==> src/rtl/pcpu_irq_pkg.sv <==
package pcpu_irq_pkg;

    localparam int unsigned WORD_W   = 32;
    localparam int unsigned WIN_LSB  = 5;   // 32-byte window per bank
    localparam int unsigned WIN_SLOTS = 8;

    typedef logic [WORD_W-1:0] word_t;

    typedef enum logic [1:0] {
        SLOT_NONE = 2'd0,
        SLOT_EN   = 2'd1,
        SLOT_ST   = 2'd2
    } slot_e;

    function automatic int unsigned bank_bits(int unsigned ncpu);
        return (ncpu > 1) ? $clog2(ncpu) : 1;
    endfunction

    function automatic int unsigned addr_width(int unsigned ncpu);
        return WIN_LSB + bank_bits(ncpu);
    endfunction

    function automatic int unsigned idx_bits(int unsigned nwords);
        return (nwords > 1) ? $clog2(nwords) : 1;
    endfunction

endpackage

==> src/rtl/pcpu_irq_decode.sv <==
module pcpu_irq_decode
    import pcpu_irq_pkg::*;
#(
    parameter int unsigned NUM_CPUS = 2,
    parameter int unsigned NWORDS   = 2,
    parameter int unsigned ADDR_W   = addr_width(NUM_CPUS),
    localparam int unsigned IDX_W   = idx_bits(NWORDS)
) (
    input  logic [ADDR_W-1:0]   addr,
    output logic [NUM_CPUS-1:0] bank_hit,
    output slot_e               kind,
    output logic [IDX_W-1:0]    word_idx
);
    int unsigned slot;
    int unsigned bank;
    logic [31:0] idx_full;

    always_comb begin
        slot     = int'(addr[WIN_LSB-1:2]);
        bank     = int'(addr[ADDR_W-1:WIN_LSB]);
        kind     = SLOT_NONE;
        idx_full = '0;
        if (slot < NWORDS) begin
            kind     = SLOT_EN;
            idx_full = 32'(NWORDS - 1 - slot);
        end else if (slot < 2 * NWORDS) begin
            kind     = SLOT_ST;
            idx_full = 32'(2 * NWORDS - 1 - slot);
        end
        word_idx = idx_full[IDX_W-1:0];
        for (int c = 0; c < NUM_CPUS; c++) begin
            bank_hit[c] = (bank == c) && (kind != SLOT_NONE);
        end
    end

endmodule

==> src/rtl/pcpu_irq_bank.sv <==
module pcpu_irq_bank
    import pcpu_irq_pkg::*;
#(
    parameter int unsigned NWORDS = 2,
    localparam int unsigned IDX_W = idx_bits(NWORDS),
    localparam int unsigned LINES = NWORDS * WORD_W
) (
    input  logic             clk,
    input  logic             rst_n,
    input  logic [LINES-1:0] lines,
    input  logic             en_wr,
    input  logic [IDX_W-1:0] wr_idx,
    input  word_t            wr_data,
    input  logic [IDX_W-1:0] rd_idx,
    output word_t            en_word,
    output word_t            st_word,
    output logic             cpu_irq
);
    typedef struct packed {
        logic [NWORDS-1:0][WORD_W-1:0] en;
        logic                          irq;
    } bank_state_t;

    bank_state_t s_d, s_q;
    logic [NWORDS-1:0][WORD_W-1:0] masked;

    assign masked = lines & s_q.en;

    always_comb begin
        s_d = s_q;
        if (en_wr) begin
            s_d.en[wr_idx] = wr_data;
        end
        s_d.irq = |masked;
    end

    always_ff @(posedge clk) begin
        if (!rst_n) begin
            s_q <= '0;
        end else begin
            s_q <= s_d;
        end
    end

    assign en_word = s_q.en[rd_idx];
    assign st_word = masked[rd_idx];
    assign cpu_irq = s_q.irq;

endmodule

==> src/rtl/pcpu_irq_agg.sv <==
module pcpu_irq_agg
    import pcpu_irq_pkg::*;
#(
    parameter int unsigned NUM_CPUS  = 2,
    parameter int unsigned NUM_LINES = 64,
    parameter int unsigned ADDR_W    = addr_width(NUM_CPUS)
) (
    input  logic                 clk,
    input  logic                 rst_n,
    input  logic [NUM_LINES-1:0] irq_in,
    input  logic                 rd_en,
    input  logic                 wr_en,
    input  logic [ADDR_W-1:0]    addr,
    input  logic [31:0]          wdata,
    output logic [31:0]          rdata,
    output logic [NUM_CPUS-1:0]  irq_out
);
    localparam int unsigned NWORDS = NUM_LINES / WORD_W;
    localparam int unsigned IDX_W  = idx_bits(NWORDS);

    typedef struct packed {
        word_t rdata;
    } port_state_t;

    port_state_t p_d, p_q;

    logic [NUM_CPUS-1:0] bank_hit;
    slot_e               kind;
    logic [IDX_W-1:0]    word_idx;
    word_t               en_word [NUM_CPUS];
    word_t               st_word [NUM_CPUS];

    pcpu_irq_decode #(
        .NUM_CPUS (NUM_CPUS),
        .NWORDS   (NWORDS),
        .ADDR_W   (ADDR_W)
    ) u_decode (
        .addr     (addr),
        .bank_hit (bank_hit),
        .kind     (kind),
        .word_idx (word_idx)
    );

    for (genvar g = 0; g < NUM_CPUS; g++) begin : g_bank
        pcpu_irq_bank #(
            .NWORDS (NWORDS)
        ) u_bank (
            .clk     (clk),
            .rst_n   (rst_n),
            .lines   (irq_in),
            .en_wr   (wr_en && bank_hit[g] && (kind == SLOT_EN)),
            .wr_idx  (word_idx),
            .wr_data (wdata),
            .rd_idx  (word_idx),
            .en_word (en_word[g]),
            .st_word (st_word[g]),
            .cpu_irq (irq_out[g])
        );
    end

    always_comb begin
        p_d.rdata = '0;
        if (rd_en) begin
            for (int c = 0; c < NUM_CPUS; c++) begin
                if (bank_hit[c]) begin
                    p_d.rdata = (kind == SLOT_EN) ? en_word[c] : st_word[c];
                end
            end
        end
    end

    always_ff @(posedge clk) begin
        if (!rst_n) begin
            p_q <= '0;
        end else begin
            p_q <= p_d;
        end
    end

    assign rdata = p_q.rdata;

endmodule

==> config.mk <==
export PLATFORM = sky130hd
export DESIGN_NAME = pcpu_irq_agg
export DESIGN_NICKNAME = d
export VERILOG_FILES = /design/src/rtl/pcpu_irq_pkg.sv /design/src/rtl/pcpu_irq_decode.sv /design/src/rtl/pcpu_irq_bank.sv /design/src/rtl/pcpu_irq_agg.sv
export SDC_FILE = /design/constraint.sdc
export NUM_CORES = 1
export LEC_CHECK = 0
export BUFFER_PORTS_ARGS = -buffer_cell sky130_fd_sc_hd__buf_2
export CAP_MARGIN = 10
export CELL_PAD_IN_SITES_DETAIL_PLACEMENT = 0
export CELL_PAD_IN_SITES_GLOBAL_PLACEMENT = 1
export CORE_UTILIZATION = 44
export DETAILED_ROUTE_END_ITERATION = 8
export HOLD_SLACK_MARGIN = 0.05
export PLACE_DENSITY = 0.8
export SLEW_MARGIN = 5
export SYNTH_ARGS = -nofsm -noshare
export SYNTH_HDL_FRONTEND = slang
export SYNTH_SLANG_ARGS = --single-unit
==> constraint.sdc <==
create_clock -name clk -period 2.9 [get_ports clk]
set_input_delay 0.58 -clock clk [delete_from_list [all_inputs] [get_ports clk]]
set_output_delay 0.58 -clock clk [all_outputs]
set_load 0.02 [all_outputs]
==> qor.yml, run 1 <==
min_from: "wdata[2]"
dpl_cell_area_um2: 8350
leakage_nw: 3.16
dpl.hpwl_um: 17600
synth_edf_count: 0
wirelength_um: 26300
hold_violations: 0
final.setup.tns_ns: 0
status: "complete, no violations"
synth-adder-area-share_pct: 0
post-route-drc-count: 0
synth-compound-area-share_pct: 31.1
tightest_slew_ns: 0.853
cp.arrival_ns: 2.07
yosysWarningCount: 0
post_cts_resized: 0
rr_worst_depth: 5
place_worst_setup_slack_ns: 0.740
root_buffer: "clkbuf_16"
critPathMaxFanout: 3
layout-drive-gt1-share_pct: 21.1
coreArea_um2: 16600
topRoutingLayerUsed: "met4"
cap_violations: 0
reg2reg_from: "g_bank[0].u_bank.s_q[45]"
required_ns: 3.19
met1_length_um: 11700
fin_cells: 1235
numPortBuffers: 137
nFillCells: 1579
max_freq_mhz: 560
muxShareOfSynthArea_pct: 4.79
initial_core_util_pct: 45.2
boundaryPins: 140
cts_tree: "done"
setup_slack_ns: 1.11
slew_headroom_pct: 43.1
syn_inst: 905
hold_end: "g_bank[0].u_bank.s_q[35]"
min_path_type: "primary input to flop"
clk_path_buf_depth: 2
cts_setup_buffers: 0
min_path_cells: 3
grt_pass1_wl_um: 39400
die_y_um: 133
wl_met2_um: 12000
area.growth.synth_to_final_pct: 18.4
overflow: 0
syn-cell-area_um2: 7530
clock_sinks: 162
die_area_um2: 17600
grt_pass1_vias: 6553
synth_nets: 1011
ys_ff_latch: 162
power_density_nw_per_um2: 556
start_kind: "flop"
viasPerCell: 5.77
numCtsBuffers: 17
reg2reg_to: "g_bank[0].u_bank.cpu_irq"
drtIter0Drc: 700
die_x_um: 133
dpl.cell_count: 1206
mostFrequentLayoutCell: "nand2_1"
vias: 7124
synth_xor_xnor_area_share_pct: 0
stdcell_area_um2: 8910
synth-simple-area-share_pct: 15.0
slew_violations: 0
n_antenna_cell: 0
skew_ns: 0.00871
final_nets: 1111
avgSynthCellArea_um2: 8.32
grt_max_degree: 104
synth-main-ff-cell: "dfxtp_1"
antenna_left: 0
synth.distinct_cells: 29
grt_antenna_before_repair: 0
final_cell_mix: "nand2_1, dfxtp_1, buf_2, a21boi_0, a21oi_1"
h-tree-depth: 4
place.gp.congestion: 0.850
rsz0062_at_grt: "no"
criticalPathCategory: "flop to flop"
endpoint_kind: "flop"
regToRegSetupSlack_ns: 1.11
clk_pin_slew_ns: 0.06
wl_per_cell_um: 21.3
wl_met3_um: 1960
async_flop_share_pct: 0
insertion_delay_ns: 0.43
yosysSeqAreaShare_pct: 43.1
timing.final.crit_share_pct: 61.6
hold_buffers: 0
synth_top_family_by_area: "compound AO/OA/AOI/OAI gates"
peakVddDrop_v: 0.000438
rows: 47
setup_viol: 0
grt.total_usage_pct: 30.1
min_period_ns: 1.79
first_pass_iters: 5
[Yosys cell counts (2+ instances only)]
master / count / area (um^2)
a21boi_0: 96 / 721
a21boi_1: 34 / 255
a21oi_1: 64 / 320
a221oi_1: 18 / 158
a22o_1: 18 / 158
a22oi_1: 28 / 210
and2b_1: 2 / 15.0
buf_1: 7 / 26.3
buf_2: 18 / 90.1
buf_4: 6 / 45.0
buf_6: 2 / 22.5
clkbuf_1: 39 / 146
dfxtp_1: 162 / 3240
inv_1: 32 / 120
mux2_2: 32 / 360
nand2_1: 258 / 968
nand3_1: 3 / 15.0
nand4_1: 10 / 62.6
nor3_1: 4 / 20.0
o211ai_1: 32 / 240
o221ai_1: 32 / 280
[area by class of cell]
cell class / count / area, um^2 / area share, %
timing repair buffer: 153 / 871 / 9.77
clock buffer: 22 / 454 / 5.10
clock inverter: 7 / 110 / 1.24
tap: 220 / 275 / 3.09
sequential: 162 / 3240 / 36.4
multi-input combinational: 638 / 3830 / 43.0
inverter: 33 / 124 / 1.39
[kinds of logic (layout without fill, tap and decap cells)]
family | count (synthesis) | count (layout)
AO/OA/AOI/OAI | 322 | 322
buffers and inverters | 105 | 215
flip-flops | 162 | 162
multiplexers | 32 | 32
AND/OR/NAND/NOR | 284 | 284
[worst max-delay path: stages, from the launching register on]
cell	delay [ns]
dfxtp_1	0.32
a22o_1	0.27
a221oi_1	0.45
nand4_1	0.23
nor3_1	0.21
a21boi_0	0.15
[how the worst max path moves through the flow]
stage               cells past startpoint                  endpoint                startpoint  slack, ns
floorplan                               7  g_bank[1].u_bank.s_q[33]                   addr[4]       1.23
global placement                        7  g_bank[0].u_bank.s_q[61]                   addr[4]       0.75
detailed placement                      7  g_bank[0].u_bank.s_q[51]                   addr[4]       0.74
CTS                                     7  g_bank[0].u_bank.s_q[61]                   addr[4]       1.15
global route                            7  g_bank[0].u_bank.s_q[61]                   addr[4]       0.96
finish                                  5  g_bank[0].u_bank.cpu_irq  g_bank[0].u_bank.s_q[45]       1.11
[flip-flops by register name (all words and copies together), names as in the netlist]
signal and cells:
g_bank.u_bank.s_q 128, rdata 32, g_bank.u_bank.cpu_irq 2
[through the flow]
step	hold WS (ns)	util [%]	power [mW]
after floorplan	0.445	-	2.53
after global placement	0.456	50.2	2.75
after detailed placement	0.461	50.2	2.75
after CTS	0.412	53.6	4.97
after global routing	0.419	53.6	5.11
final	0.423	53.6	4.96
[power by group]
| group | switching (mW) | total (mW) | internal [mW] |
|---|---|---|---|
| Combinational | 0.278 | 0.434 | 0.156 |
| Clock | 0.889 | 2.25 | 1.36 |
| Sequential | 0.0198 | 2.28 | 2.26 |
| Total | 1.19 | 4.96 | 3.77 |
[per-layer routing]
metal / global-route usage [%] / up-vias
met4: 10.5 / 0
met3: 6.21 / 35
li1: - / 3406
met1: 41.8 / 3380
met2: 46.3 / 303
met5: 0 / -
No activity file was read; power rests on OpenSTA's default activity.
==> run 2: changes to the inputs <==
Settings changed: CORE_UTILIZATION 44 to 41, PLACE_DENSITY 0.8 to 0.75.
Clock period 2.9 ns to 1.75 ns, I/O delays scaled along.
==> run 2 against run 1 <==
Compared with the run above:
- combinational power is 76% higher
- first-iteration DRC count down 14%
- critical path depth up 1
- cell count grew 2.4%
- utilization down 2.4 points
- worst setup slack got worse by 0.96 ns
- total power rose by 69%
- design area increased by 3.2%
- critical path type unchanged
- critical endpoint unchanged
- highest routed layer unchanged
==> qor.yml, run 2 (synthesis results as in run 1) <==
status: "complete, no violations"
clk_path_buf_depth: 2  # unchanged
initial_core_util_pct: 41.9  # -3.3 points
reg2reg_from: "g_bank[0].u_bank.s_q[28]"
viasPerCell: 5.69  # -1.4%
antenna_left: 0  # unchanged
h-tree-depth: 4  # unchanged
timing.final.crit_share_pct: 91.1  # +29 points
whs_ns: 0.195  # -0.228 ns
place_worst_setup_slack_ns: 0.0281  # -0.712 ns
place.gp.congestion: 0.930  # +9.4%
tightest_slew_ns: 0.524  # -0.329 ns
wirelength_um: 27000  # +2.7%
drtIter0Drc: 603  # -14%
nFillCells: 1728  # +9.4%
mostFrequentLayoutCell: "nand2_1"
overflow: 0  # unchanged
post-route-drc-count: 0  # unchanged
root_buffer: "clkbuf_16"
peakVddDrop_v: 0.000740  # +69%
die_x_um: 138  # +3.5%
min_path_type: "primary input to flop"
coreArea_um2: 18000  # +7.9%
criticalPathCategory: "flop to flop"
path_buf_inv: 1  # +1
critPathMaxStageDelay_ns: 0.32  # -0.13 ns
grt_pass1_wl_um: 40000  # +1.6%
critPathLaunch: "g_bank[0].u_bank.s_q[28]"
min_from: "wdata[2]"
leakage_nw: 3.30  # +4.4%
grt_max_degree: 131  # +26%
vias: 7193  # +0.97%
setup_viol: 0  # unchanged
cts_tree: "done"
required_ns: 2.05  # -1.14 ns
power_density_nw_per_um2: 911  # +64%
numPortBuffers: 137  # unchanged
numCtsBuffers: 17  # unchanged
critPathMaxFanout: 3  # unchanged
setup_slack_ns: 0.157  # -0.958 ns
die_area_um2: 18900  # +7.2%
cp.arrival_ns: 1.89  # -0.18 ns
boundaryPins: 140  # unchanged
post_cts_resized: 0  # unchanged
worst_path_max_delay_cell: "dfxtp_1"
rsz0062_at_grt: "no"
crit_family: "compound AO/OA/AOI/OAI gates"
wl_per_cell_um: 21.3  # +0.24%
final.setup.tns_ns: 0  # unchanged
clk_pin_slew_ns: 0.07  # about the same
clock_sinks: 162  # unchanged
dpl.hpwl_um: 18600  # +5.5%
final_nets: 1130  # +1.7%
n_antenna_cell: 0  # unchanged
skew_ns: 0.00875  # +0.0000396 ns
area.growth.synth_to_final_pct: 22.1
layout-drive-gt1-share_pct: 22.9  # +1.8 points
top_register: "g_bank.u_bank.s_q"
hold_violations: 0  # unchanged
rows: 49  # +4.3%
max_freq_mhz: 628  # +12%
power.total_mw: 8.38  # +69%
endpoint_kind: "flop"
grt_antenna_before_repair: 0  # unchanged
crit_chain: "a22o_1 > a221oi_1 > buf_4 > nand4_1 > nor3_1 > a21boi_0"
grt.total_usage_pct: 29.3  # -0.83 points
first_pass_iters: 5  # unchanged
cts_setup_buffers: 0  # unchanged
final_util_pct: 51.2  # -2.4 points
largest_reg_flops: 128  # unchanged
start_kind: "flop"
grt_pass1_vias: 6568  # +0.23%
insertion_delay_ns: 0.43  # about the same
cap_violations: 0  # unchanged
slew_headroom_pct: 65.0  # +22 points
die_y_um: 138  # +3.5%
final_cell_mix: "nand2_1, dfxtp_1, buf_2, a21boi_0, a21oi_1"
hold_buffers: 0  # unchanged
min_period_ns: 1.59  # -0.192 ns
slew_violations: 0  # unchanged
-- run 2: metal layers --
metal	vias up	part of all wire [%]	GRT usage, %
li1	3452	-	-
met1	3435	46	40.7
met2	274	45	45.3
met3	32	6.7	5.04
met4	0	2.1	10.5
met5	-	0	0
-- run 2: worst paths after layout --
check,cells past startpoint,slack [ns],end
worst max-delay path,6,0.16,g_bank[0].u_bank.cpu_irq
worst min-delay path,3,0.19,g_bank[0].u_bank.s_q[35]
worst max register to register,6,0.16,g_bank[0].u_bank.cpu_irq
worst min register to register,2,0.47,g_bank[0].u_bank.s_q[29]
-- run 2: layout make-up --
cell class	instances	area (um^2)	share of cell area [%]
multi-input cells	638	3830	41.7
flip-flops and latches	162	3240	35.3
repair buffers	172	1110	12.1
clock buffers	21	460	5.01
well taps	229	287	3.12
clock inverters	10	134	1.46
inverters	33	124	1.35
-- run 2: tightest hold or removal path: cells and delay by family --
family / cells / cell delay [ns]
AO/OA/AOI/OAI: 1 / 0.05
AND/OR/NAND/NOR: 1 / 0.05
buffers and inverters: 1 / 0.13
-- run 2: power by group --
group,switching (mW),internal [mW],total (mW)
clock network,1.54,2.30,3.84
logic,0.469,0.294,0.763
registers,0.0352,3.74,3.77
-- run 2: stage by stage --
step,instance area (um^2),std cells
6_report,9200,1265
5_1_grt,9200,1265
2_1_floorplan,7530,905
3_3_place_gp,8600,1234
3_5_place_dp,8600,1234
4_1_cts,9200,1265
==> run 3: changes to the inputs <==
Settings changed: CORE_UTILIZATION 41 to 42, PLACE_DENSITY 0.75 to 0.77, RECOVER_POWER from default to 100, SYNTH_HIERARCHICAL from default to 1.
==> run 3 against run 2 <==
Compared with the run above:
- utilization up 0.24 points
- combinational power down 13%
- critical path type is now primary input to flop
- sequential cell count did not move
- wire length rose by 1.3%
- hold slack worse by 0.0075 ns
- register-to-register slack improved by 0.03 ns
- global-route usage decreased by 2.1 points
- synthesized cell count increased by 21%
- non-clock buffer count rose by 22
==> qor.yml, run 3 <==
synth_nets: 1200  # +19%
grt_pass1_wl_um: 42100  # +5.1%
grt_pass1_vias: 7584  # +15%
numCtsBuffers: 17  # unchanged
worst_path_max_delay_cell: "clkbuf_4"
cap_violations: 0  # unchanged
yosysMostFrequentCell: "nand2_1"
dpl.hpwl_um: 19400  # +4.3%
leakage_nw: 3.58  # +8.7%
p_sw_mw: 1.97  # -3.2%
clk_pin_slew_ns: 0.06  # about the same
post_cts_resized: 0  # unchanged
clock_sinks: 162  # unchanged
p_seq_share_pct: 45.5  # +0.4 points
wl_per_cell_um: 18.1  # -15%
rows: 51  # +4.1%
synth.distinct_cells: 29  # unchanged
synth.largest_area_cell: "dfxtp_1"
synth-simple-area-share_pct: 24.1  # +9.1 points
cts_tree: "done"
final_nets: 1335  # +18%
critPathMaxStageDelay_ns: 0.40  # +0.08 ns
largest_reg_flops: 128  # unchanged
hold_violations: 0  # unchanged
synth-compound-area-share_pct: 14.7  # -16 points
min_path_type: "primary input to flop"
dpl_cell_area_um2: 9650  # +12%
die_x_um: 144  # +4.9%
p_int_mw: 6.22  # -1.9%
crit_chain: "buf_2 > nor2_4 > buf_12 > clkbuf_4 > mux2_2 > mux2i_1 > o22ai_1"
cp.arrival_ns: 1.92  # +0.03 ns
fin_cells: 1507  # +19%
combPwrFrac_pct: 8.1  # -1.0 points
cts_setup_buffers: 0  # unchanged
min_from: "wdata[3]"
required_ns: 2.06  # about the same
setup_slack_ns: 0.141  # -0.0155 ns
start_kind: "primary input"
die_y_um: 144  # +4.9%
min_period_ns: 1.61  # +0.0155 ns
place.gp.congestion: 0.856  # -8.0%
avgSynthCellArea_um2: 7.77  # -6.7%
pwr-share-clk_pct: 46.5  # +0.7 points
regToRegSetupSlack_ns: 0.19  # +0.03 ns
synth_edf_count: 0  # unchanged
min_path_cells: 3  # unchanged
first_pass_iters: 5  # unchanged
muxShareOfSynthArea_pct: 16.6  # +12 points
synth_top_family_by_area: "simple AND/OR/NAND/NOR gates"
switching_share_pct: 24.1  # -0.25 points
skew_ns: 0.0104  # +0.00161 ns
top_register: "g_bank.u_bank/s_q"
yosysWarningCount: 6  # +6
ys_ff_latch: 162  # unchanged
multi_input_area_um2: 4730  # +23%
synth_xor_xnor_area_share_pct: 0  # unchanged
wirelength_um: 27300  # +1.3%
post-route-drc-count: 0  # unchanged
grt_antenna_before_repair: 1  # +1
timing.final.crit_share_pct: 91.9  # +0.89 points
overflow: 0  # unchanged
endpoint_kind: "flop"
rsz0062_at_grt: "no"
rr_worst_depth: 5  # -1
slew_violations: 0  # unchanged
initial_core_util_pct: 43.2  # +1.3 points
numPortBuffers: 137  # unchanged
whs_ns: 0.187  # -0.00753 ns
critPathMaxFanout: 37  # +34
hold_end: "g_bank[0].u_bank/s_q[4]"
peakVddDrop_v: 0.000657  # -11%
clk_path_buf_depth: 2  # unchanged
area.growth.synth_to_final_pct: 19.0
grt.total_usage_pct: 27.2  # -2.1 points
async_flop_share_pct: 0  # unchanged
n_antenna_cell: 0  # unchanged
stdcell_area_um2: 10100  # +9.9%
criticalPathCategory: "primary input to flop"
synthTopCellsByArea: "dfxtp_1, nand2_1, a21oi_1, mux2i_1, mux2_2"
insertion_delay_ns: 0.43  # about the same
mostFrequentLayoutCell: "nand2_1"
drtIter0Drc: 629  # +4.3%
status: "complete, no violations"
hold_buffers: 0  # unchanged
viasPerCell: 5.43  # -4.5%
place_worst_setup_slack_ns: -0.0683  # -0.0964 ns
yosysSeqAreaShare_pct: 38.2  # -4.9 points
reg2reg_to: "g_bank[0].u_bank/cpu_irq"
max_freq_mhz: 622  # -0.96%
die_area_um2: 20800  # +10%
setup_viol: 0  # unchanged
layout-drive-gt1-share_pct: 20.7  # -2.2 points
coreArea_um2: 19700  # +9.4%
path_buf_inv: 3  # +2
syn-cell-area_um2: 8500  # +13%
reg2reg_from: "g_bank[0].u_bank/s_q[21]"
seq_area_um2: 3240  # unchanged
vias: 8181  # +14%
boundaryPins: 140  # unchanged
dpl.cell_count: 1475  # +20%
synth_top_area_share_pct: 38.2  # -4.9 points
power_density_nw_per_um2: 810  # -11%
synthTopCellsByCount: "nand2_1, dfxtp_1, a21oi_1"
final_cell_mix: "nand2_1, dfxtp_1, a21oi_1, buf_2, nand3_1"
slew_headroom_pct: 65.3  # +0.26 points
antenna_left: 0  # unchanged
grt_max_degree: 39  # -70%
crit_family: "buffers and inverters"
nFillCells: 2032  # +18%
synth-adder-area-share_pct: 0  # unchanged
root_buffer: "clkbuf_16"
tightest_slew_ns: 0.520  # -0.00395 ns
h-tree-depth: 4  # unchanged
syn_inst: 1094  # +21%
synth-main-ff-cell: "dfxtp_1"
-- run 3: cell count changes after synthesis, sizes merged, moves of 64 or more --
cell | before | now
a21boi | 130 | 0
nand3 | 3 | 73
o21ai | 0 | 64
nand2 | 258 | 370
a21oi | 64 | 128
mux2i | 0 | 64
-- run 3: per-layer routing --
layer	up-vias	share of wire [%]	GRT usage, %
li1	4061	-	-
met1	3850	47	37.0
met2	237	45	43.4
met3	31	6.0	4.93
met4	2	1.8	8.75
met5	-	0.048	0
-- run 3: cell type report --
type | instances | area share, %
Clock buffer | 24 | 4.86
Tap cell | 265 | 3.28
Multi-Input combinational cell | 852 | 46.7
Clock inverter | 8 | 1.00
Sequential cell | 162 | 32.1
Inverter | 2 | 0.0743
Timing Repair Buffer | 194 | 12.0
-- run 3: logic make-up (layout without fill, tap and decap cells) --
kind of cell | Yosys count | in the layout
DFF | 162 | 162
and+or+nand+nor | 490 | 490
muxes | 128 | 128
buffers and inverters | 80 | 228
AOI/OAI and AO/OA | 234 | 234
-- run 3: power by group through the flow --
stage	combinational [mW]	clock, mW	sequential (mW)
floorplan	0.323	0	3.81
global placement	0.681	0	3.81
detailed placement	0.681	0	3.81
CTS	0.683	3.86	3.73
global route	0.708	4.05	3.73
finish	0.661	3.80	3.73
-- run 3: worst max-delay path by stage --
| stage | from | endpoint | slack (ns) | cells past startpoint |
|---|---|---|---|---|
| 2_1_floorplan | addr[3] | g_bank[0].u_bank/s_q[41] | -0.03 | 11 |
| 3_3_place_gp | addr[4] | rdata[0] | -0.04 | 7 |
| 3_5_place_dp | addr[4] | g_bank[1].u_bank/s_q[15] | -0.07 | 8 |
| 4_1_cts | g_bank[0].u_bank/s_q[21] | g_bank[0].u_bank/cpu_irq | 0.27 | 5 |
| 5_1_grt | addr[4] | g_bank[1].u_bank/s_q[45] | 0.09 | 8 |
| 6_report | addr[4] | rdata[26] | 0.14 | 7 |
-- run 3: worst reg2reg max path, cell delays in order, from the launching register on --
cell     delay, ns
dfxtp_1       0.32
nand2_1       0.17
nand4_1       0.14
nor4_1        0.50
buf_4         0.20
a41oi_1       0.11
-- run 3: per-stage QoR --
step                TNS [ns]  total power, mW  utilization, %
floorplan              -1.35             4.13               -
finish                     0             8.19            51.4
global placement       -2.38             4.49            49.1
CTS                        0             8.27            52.1
global route               0             8.48            51.4
detailed placement     -5.53             4.49            49.1
